$ cat src/rtl/esc_pkg.sv
package esc_pkg;

    typedef enum logic [1:0] {
        SIZE_ABSENT = 2'b00,
        SIZE_SMALL  = 2'b01,
        SIZE_LARGE  = 2'b10
    } size_class_e;

    function automatic logic is_blank_byte(input logic [7:0] b);
        return (b == 8'h00) || (b == 8'hFF);
    endfunction

endpackage

$ cat src/rtl/esc_position_tracker.sv
module esc_position_tracker #(
    parameter int GROUP_BYTES = 8,
    parameter int GROUPS      = 64,
    localparam int POS_W      = (GROUP_BYTES > 1) ? $clog2(GROUP_BYTES) : 1,
    localparam int GRP_W      = (GROUPS > 1) ? $clog2(GROUPS) : 1
) (
    input  logic             clk,
    input  logic             rst_n,
    input  logic             clear_i,
    input  logic             step_i,
    output logic [POS_W-1:0] pos_o,
    output logic             first_group_o,
    output logic             last_byte_o,
    output logic             full_o
);

    localparam logic [POS_W-1:0] POS_LAST = POS_W'(GROUP_BYTES - 1);
    localparam logic [GRP_W-1:0] GRP_LAST = GRP_W'(GROUPS - 1);

    typedef struct packed {
        logic [POS_W-1:0] pos;
        logic [GRP_W-1:0] grp;
        logic             full;
    } trk_t;

    trk_t trk_d, trk_q;

    logic pos_wrap;
    assign pos_wrap      = (trk_q.pos == POS_LAST);
    assign last_byte_o   = pos_wrap && (trk_q.grp == GRP_LAST);
    assign first_group_o = (trk_q.grp == '0);
    assign pos_o         = trk_q.pos;
    assign full_o        = trk_q.full;

    always_comb begin
        trk_d = trk_q;
        if (clear_i) begin
            trk_d = '0;
        end else if (step_i && !trk_q.full) begin
            if (pos_wrap) begin
                trk_d.pos = '0;
                if (trk_q.grp == GRP_LAST) begin
                    trk_d.full = 1'b1;
                    trk_d.grp  = '0;
                end else begin
                    trk_d.grp = trk_q.grp + 1'b1;
                end
            end else begin
                trk_d.pos = trk_q.pos + 1'b1;
            end
        end
    end

    always_ff @(posedge clk or negedge rst_n) begin
        if (!rst_n) trk_q <= '0;
        else        trk_q <= trk_d;
    end


    full_only_after_last_chk: assert property (@(posedge clk) disable iff (!rst_n)
        $rose(full_o) |-> $past(step_i && last_byte_o && !clear_i));


    pos_frozen_when_full_chk: assert property (@(posedge clk) disable iff (!rst_n)
        (full_o && !clear_i) |=> (full_o && $stable(pos_o)));

endmodule

$ cat src/rtl/esc_ref_store.sv
module esc_ref_store #(
    parameter int GROUP_BYTES = 8,
    localparam int POS_W      = (GROUP_BYTES > 1) ? $clog2(GROUP_BYTES) : 1
) (
    input  logic             clk,
    input  logic             rst_n,
    input  logic             clear_i,
    input  logic             write_i,
    input  logic [POS_W-1:0] pos_i,
    input  logic [7:0]       data_i,
    output logic [7:0]       ref_o
);

    typedef struct packed {
        logic [GROUP_BYTES-1:0][7:0] bytes;
    } ref_t;

    ref_t ref_d, ref_q;

    assign ref_o = ref_q.bytes[pos_i];

    always_comb begin
        ref_d = ref_q;
        if (clear_i) begin
            ref_d = '0;
        end else if (write_i) begin
            ref_d.bytes[pos_i] = data_i;
        end
    end

    always_ff @(posedge clk or negedge rst_n) begin
        if (!rst_n) ref_q <= '0;
        else        ref_q <= ref_d;
    end


    ref_frozen_chk: assert property (@(posedge clk) disable iff (!rst_n)
        (!write_i && !clear_i) |=> $stable(ref_q));

endmodule

$ cat src/rtl/esc_sat_counter.sv
module esc_sat_counter #(
    parameter int CNT_W = 10
) (
    input  logic             clk,
    input  logic             rst_n,
    input  logic             clear_i,
    input  logic             inc_i,
    output logic [CNT_W-1:0] count_o
);

    localparam logic [CNT_W-1:0] CNT_MAX = '1;

    typedef struct packed {
        logic [CNT_W-1:0] cnt;
    } cnt_t;

    cnt_t cnt_d, cnt_q;

    assign count_o = cnt_q.cnt;

    always_comb begin
        cnt_d = cnt_q;
        if (clear_i) begin
            cnt_d.cnt = '0;
        end else if (inc_i && (cnt_q.cnt != CNT_MAX)) begin
            cnt_d.cnt = cnt_q.cnt + 1'b1;
        end
    end

    always_ff @(posedge clk or negedge rst_n) begin
        if (!rst_n) cnt_q <= '0;
        else        cnt_q <= cnt_d;
    end

    // tallies only move upward between starts
    no_decrease_chk: assert property (@(posedge clk) disable iff (!rst_n)
        !clear_i |=> (count_o >= $past(count_o)));

    // a full tally holds instead of wrapping
    no_overflow_chk: assert property (@(posedge clk) disable iff (!rst_n)
        (count_o == CNT_MAX && !clear_i) |=> (count_o == CNT_MAX));

endmodule

$ cat src/rtl/eeprom_size_classifier.sv
module eeprom_size_classifier #(
    parameter int GROUP_BYTES = 8,
    parameter int GROUPS      = 64,
    parameter int CNT_W       = 10,
    parameter int BLANK_MIN   = 512,
    parameter int REPEAT_MIN  = 300
) (
    input  logic       clk,
    input  logic       rst_n,
    input  logic       start_i,
    input  logic       byte_valid_i,
    input  logic [7:0] byte_i,
    output logic [1:0] class_o,
    output logic       done_o
);
    import esc_pkg::*;

    localparam int POS_W = (GROUP_BYTES > 1) ? $clog2(GROUP_BYTES) : 1;
    localparam logic [CNT_W:0] BLANK_LIM  = (CNT_W + 1)'(BLANK_MIN);
    localparam logic [CNT_W:0] REPEAT_LIM = (CNT_W + 1)'(REPEAT_MIN);

    logic [POS_W-1:0] pos;
    logic             first_group;
    logic             last_byte;
    logic             full;
    logic [7:0]       ref_byte;
    logic [CNT_W-1:0] blank_cnt;
    logic [CNT_W-1:0] repeat_cnt;
    logic             accept;
    logic             blank_inc;
    logic             repeat_inc;
    logic [CNT_W:0]   blank_total;
    logic [CNT_W:0]   repeat_total;
    size_class_e      verdict;

    typedef struct packed {
        size_class_e cls;
    } res_t;

    res_t res_d, res_q;

    assign accept     = byte_valid_i && !start_i && !full;
    assign blank_inc  = accept && is_blank_byte(byte_i);
    assign repeat_inc = accept && !first_group && (byte_i == ref_byte);

    esc_position_tracker #(
        .GROUP_BYTES(GROUP_BYTES),
        .GROUPS     (GROUPS)
    ) u_tracker (
        .clk          (clk),
        .rst_n        (rst_n),
        .clear_i      (start_i),
        .step_i       (accept),
        .pos_o        (pos),
        .first_group_o(first_group),
        .last_byte_o  (last_byte),
        .full_o       (full)
    );

    esc_ref_store #(
        .GROUP_BYTES(GROUP_BYTES)
    ) u_ref (
        .clk    (clk),
        .rst_n  (rst_n),
        .clear_i(start_i),
        .write_i(accept && first_group),
        .pos_i  (pos),
        .data_i (byte_i),
        .ref_o  (ref_byte)
    );

    esc_sat_counter #(.CNT_W(CNT_W)) u_blank_cnt (
        .clk    (clk),
        .rst_n  (rst_n),
        .clear_i(start_i),
        .inc_i  (blank_inc),
        .count_o(blank_cnt)
    );

    esc_sat_counter #(.CNT_W(CNT_W)) u_repeat_cnt (
        .clk    (clk),
        .rst_n  (rst_n),
        .clear_i(start_i),
        .inc_i  (repeat_inc),
        .count_o(repeat_cnt)
    );

    // Totals include the byte accepted this cycle so the final byte counts.
    assign blank_total  = {1'b0, blank_cnt}  + {{CNT_W{1'b0}}, blank_inc};
    assign repeat_total = {1'b0, repeat_cnt} + {{CNT_W{1'b0}}, repeat_inc};

    always_comb begin
        if (blank_total >= BLANK_LIM)       verdict = SIZE_ABSENT;
        else if (repeat_total >= REPEAT_LIM) verdict = SIZE_SMALL;
        else                                 verdict = SIZE_LARGE;
    end

    always_comb begin
        res_d = res_q;
        if (start_i) begin
            res_d.cls = SIZE_ABSENT;
        end else if (accept && last_byte) begin
            res_d.cls = verdict;
        end
    end

    always_ff @(posedge clk or negedge rst_n) begin
        if (!rst_n) res_q <= '{cls: SIZE_ABSENT};
        else        res_q <= res_d;
    end

    assign class_o = res_q.cls;
    assign done_o  = full;


    result_held_chk: assert property (@(posedge clk) disable iff (!rst_n)
        (done_o && !start_i) |=> (done_o && $stable(class_o)));


    start_clears_chk: assert property (@(posedge clk) disable iff (!rst_n)
        start_i |=> (!done_o && class_o == 2'b00));


    no_reserved_code_chk: assert property (@(posedge clk) disable iff (!rst_n)
        class_o != 2'b11);


    class_idle_until_done_chk: assert property (@(posedge clk) disable iff (!rst_n)
        (!done_o && !(accept && last_byte)) |=> (class_o == 2'b00));

endmodule

$ cat config.mk
export PLATFORM = sky130hd
export DESIGN_NAME = eeprom_size_classifier
export DESIGN_NICKNAME = d
export VERILOG_FILES = /design/src/rtl/esc_pkg.sv /design/src/rtl/esc_position_tracker.sv /design/src/rtl/esc_ref_store.sv /design/src/rtl/esc_sat_counter.sv /design/src/rtl/eeprom_size_classifier.sv
export SDC_FILE = /design/constraint.sdc
export NUM_CORES = 1
export LEC_CHECK = 0
export ABC_AREA = 1
export ABC_CLOCK_PERIOD_IN_PS = 7900
export BUFFER_PORTS_ARGS = -buffer_cell sky130_fd_sc_hd__buf_2
export CAP_MARGIN = 20
export CORE_ASPECT_RATIO = 0.6
export CORE_MARGIN = 2
export CORE_UTILIZATION = 60
export CTS_CLUSTER_DIAMETER = 40
export DETAILED_ROUTE_END_ITERATION = 6
export GPL_TIMING_DRIVEN = 0
export MAX_ROUTING_LAYER = met4
export PLACE_DENSITY = 0.88
export SYNTH_ARGS = -nofsm -noshare
export SYNTH_HDL_FRONTEND = slang
export SYNTH_SLANG_ARGS = --single-unit
export TNS_END_PERCENT = 100
$ cat constraint.sdc
create_clock -name clk -period 7.9 [get_ports clk]
set_input_delay 2.37 -clock clk [delete_from_list [all_inputs] [get_ports clk]]
set_output_delay 2.37 -clock clk [all_outputs]
set_load 0.05 [all_outputs]
==> results of run 1 <==
[registers in the layout, indices dropped and copies added, names as in the netlist]
signal,flops
u_tracker.pos_o,3
u_tracker.trk_q,6
class_o,2
u_tracker.full_o,1
u_blank_cnt.count_o,10
u_repeat_cnt.count_o,10
u_ref.ref_q,64
[power groups by stage]
stage | Combinational, uW | Clock, uW | Sequential [uW]
detailed placement | 153 | 0 | 518
global route | 174 | 490 | 509
finish | 159 | 469 | 509
global placement | 145 | 0 | 517
CTS | 155 | 474 | 508
floorplan | 98.0 | 0 | 517
[layer usage]
layer,part of all wire,up-vias,GRT usage
li1,-,2376,-
met5,0,-,-
met2,0.44,314,0.4727
met1,0.43,2435,0.4533
met4,0.017,0,0.1187
met3,0.11,35,0.08345
[per-stage QoR]
| stage | hold slack, ps | setup WS, ps | cells |
|---|---|---|---|
| after floorplan | 453.0 | 3409 | 721 |
| after global placement | 459.3 | 3004 | 846 |
| after detailed placement | 462.4 | 2823 | 847 |
| after CTS | 480.8 | 3170 | 862 |
| after global routing | 517.4 | 2805 | 862 |
| final | 479.5 | 3124 | 862 |
[how the worst min path moves through the flow]
stage                     depth (start not counted)                        start  slack, ps                          end
after CTS                                         2       class_o[0]$_DFFE_PN0P_        480       class_o[0]$_DFFE_PN0P_
after global placement                            2       class_o[0]$_DFFE_PN0P_        460       class_o[0]$_DFFE_PN0P_
after detailed placement                          2       class_o[0]$_DFFE_PN0P_        460       class_o[0]$_DFFE_PN0P_
after floorplan                                   2  u_ref.ref_q[25]$_DFFE_PN0P_        450  u_ref.ref_q[25]$_DFFE_PN0P_
after global routing                              2  u_ref.ref_q[37]$_DFFE_PN0P_        520  u_ref.ref_q[37]$_DFFE_PN0P_
final                                             2       class_o[0]$_DFFE_PN0P_        480       class_o[0]$_DFFE_PN0P_
[layout by cell type, fill, tap and decap left out, drive strengths merged, types with 18 or more instances in the layout]
cell type / n
nand3: 58
inv: 104
dfrtp: 96
nand2: 222
nand4: 20
o22ai: 37
o21ai: 50
buf: 24
nor2: 50
clkbuf: 20
xor2: 18
[cell families (layout without fill, tap and decap cells)]
logic type	after synthesis	after routing	share of synthesized area
AOI/OAI and AO/OA	105	105	0.1098
adders and majority gates	10	10	0.02321
and+or+nand+nor	364	364	0.2899
DFF	96	96	0.4457
xor gates and xnor gates	20	20	0.03250
buffers and inverters	126	155	0.09889
[final cells by class]
cell class | instances | area [um^2] | area share
Inverter | 106 | 400.4 | 0.06734
Buffer | 20 | 132.6 | 0.02231
Clock buffer | 10 | 239.0 | 0.04019
Timing Repair Buffer | 14 | 95.09 | 0.01599
Tap cell | 112 | 140.1 | 0.02357
Sequential cell | 96 | 2402 | 0.4040
Clock inverter | 5 | 81.33 | 0.01368
Multi-Input combinational cell | 499 | 2455 | 0.4129
[critical path, cell delays in order]
cell	delay [ps]
buf_2	160
nor2_1	330
nand2_1	130
inv_1	110
nand2_1	70
nor2_1	130
nand4_1	100
nor4_1	220
ha_1	240
ha_1	220
nand2_1	70
nor2_1	210
nand2_1	130
xor2_1	160
nand3_1	90
nand3_1	110
nand2_1	60
nand2_1	60
nand2_1	40
[synth_stat cells, types with 4 or more instances]
master    count  area share
nand2_2       4      0.0046
dfrtp_1      96        0.45
nand2_1     218        0.15
ha_1         10       0.023
a21oi_1      11       0.010
inv_1       101       0.070
nor3_1       10      0.0093
o21ai_1       7      0.0065
nor2_1       45       0.031
nand3_1      56       0.052
clkbuf_1     10      0.0070
o21ai_0      42       0.039
nand4_1      20       0.023
o22ai_1      37       0.043
o31ai_1       5      0.0070
xor2_1       18       0.029
==> out/results.ini, run 1 <==
[placement]
hpwl_mm = 10.95
port_buffers = 13
routabilityCongestion = 1.016
placed_area_um2 = 5625

[setup_path]
critPathLaunch = start_i
r2r_start = u_tracker.pos_o[1]$_DFFE_PN0P_
crit_arrival_ps = 5020
rr_worst_depth = 21
r2r_slack_ps = 4480
path_max_fanout = 8
r2r_end = class_o[0]$_DFFE_PN0P_
end_kind = flop
required_ps = 8150
endpoint = class_o[0]$_DFFE_PN0P_
path_class = in2reg
crit_path_start_kind = primary input

[detailed_routing]
final_antenna_net_count = 0
routed_wl_mm = 14.90
drc_errors = 0
first_pass_iters = 6
vias = 5160
drtIter0Drc = 624
vias_per_cell = 5.986
routedWlPerCell_um = 17.29

[power_and_ir_drop]
p_int_uw = 828.5
p_per_area_nw_per_um2 = 191.3
netSwitchingFraction = 0.2716
vdd_ir_drop_max_mv = 0.1236
p_comb_frac = 0.140
switching_power_uw = 308.9
p_leak_uw = 0.002952
p_seq_frac = 0.447
total_power_uw = 1137
p_clk_frac = 0.413

[status]
status = finished clean

[logic_synthesis]
synth_area_per_cell_um2 = 7.476
synth_seq_cells = 96
synth_nets = 743
ys.flop_type = dfrtp_1
synth-seq-area-share = 0.4457
synth_cells = 721
synth_edf_count = 0
synthArstFlopShare = 1.000
netlist_area_um2 = 5390
yosysWarnings = 0
synth_cell_types = 35

[cells_and_area]
area_growth_pct = 10.31
fill_cells = 694
stdcell_area_um2 = 5946
nNetsFinal = 768
drive_above_1_share = 0.07200
fin_util = 0.6897
antenna_cells = 0

[timing]
post-route-period-util = 0.6046
grt_setup_unrepaired = false
report.final.setup_viol = 0
worstMarginPinSlew_ps = 817.5
fin_crit_ps = 4776
fin_tns_setup_ps = 0
max_freq_ghz = 0.2094
relSlewSlack = 0.4493
hold_viol = 0
maxSlewViolCount = 0
skew_ps = 9.113

[global_routing]
track_usage = 0.3281
antenna_found_initial = 0
grt_pass1_wl_mm = 24.20
grt_pass1_vias = 4980
grt_overflow_total = 0
grt_max_degree = 64

[die]
dieWidth_um = 126.4
pin_count = 15
core_area_um2 = 8621
dieArea_um2 = 9782
rows = 26
fp.dieH_um = 77.42
start_util = 0.6253

[clock_tree]
cts_root_buf = clkbuf_16
path_clk_slew_ps = 70
clk-insertion-delay-late_ps = 350
post-cts-setup-buffer-count = 0
cts_buffers = 9
cts_hold_buffers = 0
cts_resized = 0
numClockSinks = 96
htreeDepth = 3
clock_path_buffers = 2
cts_tree = done

[worst_hold_path]
hold_path_class = reg2reg

[run]
maxCapViolCount = 0

Power figures use the tool's default switching activity.
==> run 2, diff against run 1 <==
--- a/config.mk
+++ b/config.mk
@@ -6,12 +6,12 @@
 export NUM_CORES = 1
 export LEC_CHECK = 0
 export ABC_AREA = 1
-export ABC_CLOCK_PERIOD_IN_PS = 7900
+export ABC_CLOCK_PERIOD_IN_PS = 3900
 export BUFFER_PORTS_ARGS = -buffer_cell sky130_fd_sc_hd__buf_2
 export CAP_MARGIN = 20
 export CORE_ASPECT_RATIO = 0.6
 export CORE_MARGIN = 2
-export CORE_UTILIZATION = 60
+export CORE_UTILIZATION = 57
 export CTS_CLUSTER_DIAMETER = 40
 export DETAILED_ROUTE_END_ITERATION = 6
 export GPL_TIMING_DRIVEN = 0
==> constraint.sdc (replaced) <==
create_clock -name clk -period 3.9 [get_ports clk]
set_input_delay 1.17 -clock clk [delete_from_list [all_inputs] [get_ports clk]]
set_output_delay 1.17 -clock clk [all_outputs]
set_load 0.05 [all_outputs]
==> run 2 against run 1 <==
Worst hold slack improved by 5.4 ps. Critical path depth is 4 higher. Count of clock-buffer cells in the layout fell by 1. Clock skew down 2.6 ps. Utilization shrank 4.0 points. Sequential share of layout area fell by 0.18 points. Largest power group unchanged.
==> out/results.ini, run 2 (synthesized netlist as in run 1, its figures left out) <==
[status]
status = finished clean  ; unchanged

[timing]
fin_crit_ps = 3617
max_freq_ghz = 0.2765
relSlewSlack = 0.4858  ; was 0.4493
worstMarginPinSlew_ps = 763.2  ; was 817.5 ps
hold_viol = 0  ; unchanged
grt_setup_unrepaired = false  ; unchanged
report.final.setup_viol = 0  ; unchanged
skew_ps = 6.540  ; was 9.113 ps
post-route-period-util = 0.9275
maxSlewViolCount = 0  ; unchanged

[global_routing]
grt_pass1_wl_mm = 24.44  ; was 24.20 mm
track_usage = 0.3209  ; was 0.3281
grt_overflow_total = 0  ; unchanged
antenna_found_initial = 0  ; unchanged
grt_pass1_vias = 4880  ; was 4980
grt_max_degree = 56  ; was 64

[die]
core_area_um2 = 9189  ; was 8621 um^2
rows = 27  ; was 26
start_util = 0.5866  ; was 0.6253
dieWidth_um = 129.5  ; was 126.4 um
fp.dieH_um = 79.33  ; was 77.42 um
pin_count = 15  ; unchanged
dieArea_um2 = 10280  ; was 9782 um^2

[cells_and_area]
fin_cells = 881  ; was 862
largest_register_ffs = 64  ; unchanged
final_common_cell = nand2_1  ; unchanged
largest-register = u_ref.ref_q  ; unchanged
antenna_cells = 0  ; unchanged
nNetsFinal = 768  ; unchanged
multiInputGateArea_um2 = 2466  ; was 2455 um^2
mostFrequentLayoutCells = 218 x nand2_1, 101 x inv_1, 96 x dfrtp_1  ; unchanged
seq_area_um2 = 2402  ; unchanged
fill_cells = 779  ; was 694
drive_above_1_share = 0.07723  ; was 0.07200
area_growth_pct = 10.79  ; was 10.31%

[run]
maxCapViolCount = 0  ; unchanged

[clock_tree]
numClockSinks = 96  ; unchanged
cts_buffers = 9  ; unchanged
post-cts-setup-buffer-count = 0  ; unchanged
cts_tree = done  ; unchanged
clock_path_buffers = 2  ; unchanged
cts_resized = 0  ; unchanged
path_clk_slew_ps = 70  ; about the same
cts_root_buf = clkbuf_16  ; unchanged
clk-insertion-delay-late_ps = 360  ; was 350 ps
cts_hold_buffers = 0  ; unchanged
htreeDepth = 3  ; unchanged

[setup_path]
path_max_fanout = 10  ; was 8
cp_slowest_cell = dfrtp_1  ; was nor2_1
crit_chain = buf_6 -> inv_4 -> buf_8 -> buf_12 -> nand2_1 -> nand3_1 -> nand2_1 -> o21ai_2 -> nand2_1 -> nor2_1 -> nand4_1 -> nor4_2 -> ha_1 -> ha_1 -> nand2_1 -> nor2_1 -> nand2_1 -> xor2_1 -> nand3_1 -> nand3_1 -> nand2_1 -> nand2_1 -> nand2_1  ; was buf_2 -> nor2_1 -> nand2_1 -> inv_1 -> nand2_1 -> nor2_1 -> nand4_1 -> nor4_1 -> ha_1 -> ha_1 -> nand2_1 -> nor2_1 -> nand2_1 -> xor2_1 -> nand3_1 -> nand3_1 -> nand2_1 -> nand2_1 -> nand2_1
end_kind = flop  ; unchanged
required_ps = 4160  ; was 8150 ps
cpMostUsedCell = nand2_1  ; unchanged
crit_arrival_ps = 3870  ; was 5020 ps
path_class = reg2reg  ; was in2reg
crit_path_start_kind = flop  ; was primary input
slowest_delay_ps = 390  ; was 330 ps

[placement]
place_inst = 865  ; was 847
hpwl_mm = 10.72  ; was 10.95 mm
routabilityCongestion = 1.035  ; was 1.016
port_buffers = 13  ; unchanged

[detailed_routing]
first_pass_iters = 5  ; was 6
final_antenna_net_count = 0  ; unchanged
drtIter0Drc = 504  ; was 624
vias_per_cell = 5.815  ; was 5.986
routed_wl_mm = 14.74  ; was 14.90 mm
vias = 5123  ; was 5160
drc_errors = 0  ; unchanged
routedWlPerCell_um = 16.73  ; was 17.29 um

[worst_hold_path]
hold_path_class = reg2reg  ; unchanged

[power_and_ir_drop]
total_power_uw = 2301  ; was 1137 uW
vdd_ir_drop_max_mv = 0.2299  ; was 0.1236 mV
p_leak_uw = 0.002946  ; was 0.002952 uW
p_per_area_nw_per_um2 = 385.3  ; was 191.3 nW/um^2

-- run 2: path summary, 6_finish.rpt --
path	slack (ps)	endpoint	start	depth (start not counted)
min in group asynchronous	820	u_ref.ref_q[21]$_DFFE_PN0P_	rst_n	1
max	280	class_o[0]$_DFFE_PN0P_	u_tracker.pos_o[0]$_DFFE_PN0P_	23
min reg2reg	480	class_o[0]$_DFFE_PN0P_	class_o[0]$_DFFE_PN0P_	2
max reg2reg	280	class_o[0]$_DFFE_PN0P_	u_tracker.pos_o[0]$_DFFE_PN0P_	23
min	480	class_o[0]$_DFFE_PN0P_	class_o[0]$_DFFE_PN0P_	2
max in group asynchronous	2430	u_ref.ref_q[15]$_DFFE_PN0P_	rst_n	2
-- run 2: stage by stage --
| step | setup slack (ps) | hold slack [ps] | util | TNS (ps) | instance area [um^2] |
|---|---|---|---|---|---|
| detailed placement | -157.9 | 472.9 | 0.6147 | -305.8 | 5648 |
| finish | 282.8 | 484.9 | 0.6499 | 0 | 5972 |
| global placement | 52.98 | 465.6 | 0.6114 | 0 | 5618 |
| global route | 31.38 | 527.8 | 0.6499 | 0 | 5972 |
| floorplan | 609.2 | 453.0 | - | 0 | 5390 |
| CTS | 194.6 | 491.0 | 0.6487 | 0 | 5961 |
-- run 2: critical path: cells and delay by family (launching register included) --
family / cells / cell delay [ps]
AO/OA/AOI/OAI: 1 / 270
XOR/XNOR: 1 / 150
adder cells (fa/ha/maj): 2 / 480
buffers and inverters: 4 / 500
flip-flops: 1 / 390
AND/OR/NAND/NOR: 15 / 1700
-- run 2: final cells by class --
cell class,count,area share
Buffer,20,0.02221
Clock buffer,9,0.03771
Clock inverter,7,0.01467
Inverter,106,0.06704
Multi-Input combinational cell,499,0.4129
Sequential cell,96,0.4023
Tap cell,130,0.02724
Timing Repair Buffer,14,0.01592
-- run 2: layer usage --
| metal | GRT usage | wire, um | up-vias |
|---|---|---|---|
| li1 | - | - | 2395 |
| met1 | 0.4329 | 6484 | 2420 |
| met2 | 0.4426 | 6141 | 271 |
| met3 | 0.1381 | 1794 | 37 |
| met4 | 0.08710 | 315 | 0 |
| met5 | - | 0 | - |
-- run 2: power by group --
part	internal [uW]	total [uW]	switching, uW	leakage, uW
clock network	512	943	431	0.000148
registers	1020	1030	12.1	0.00133
logic	86.1	330	243	0.00146
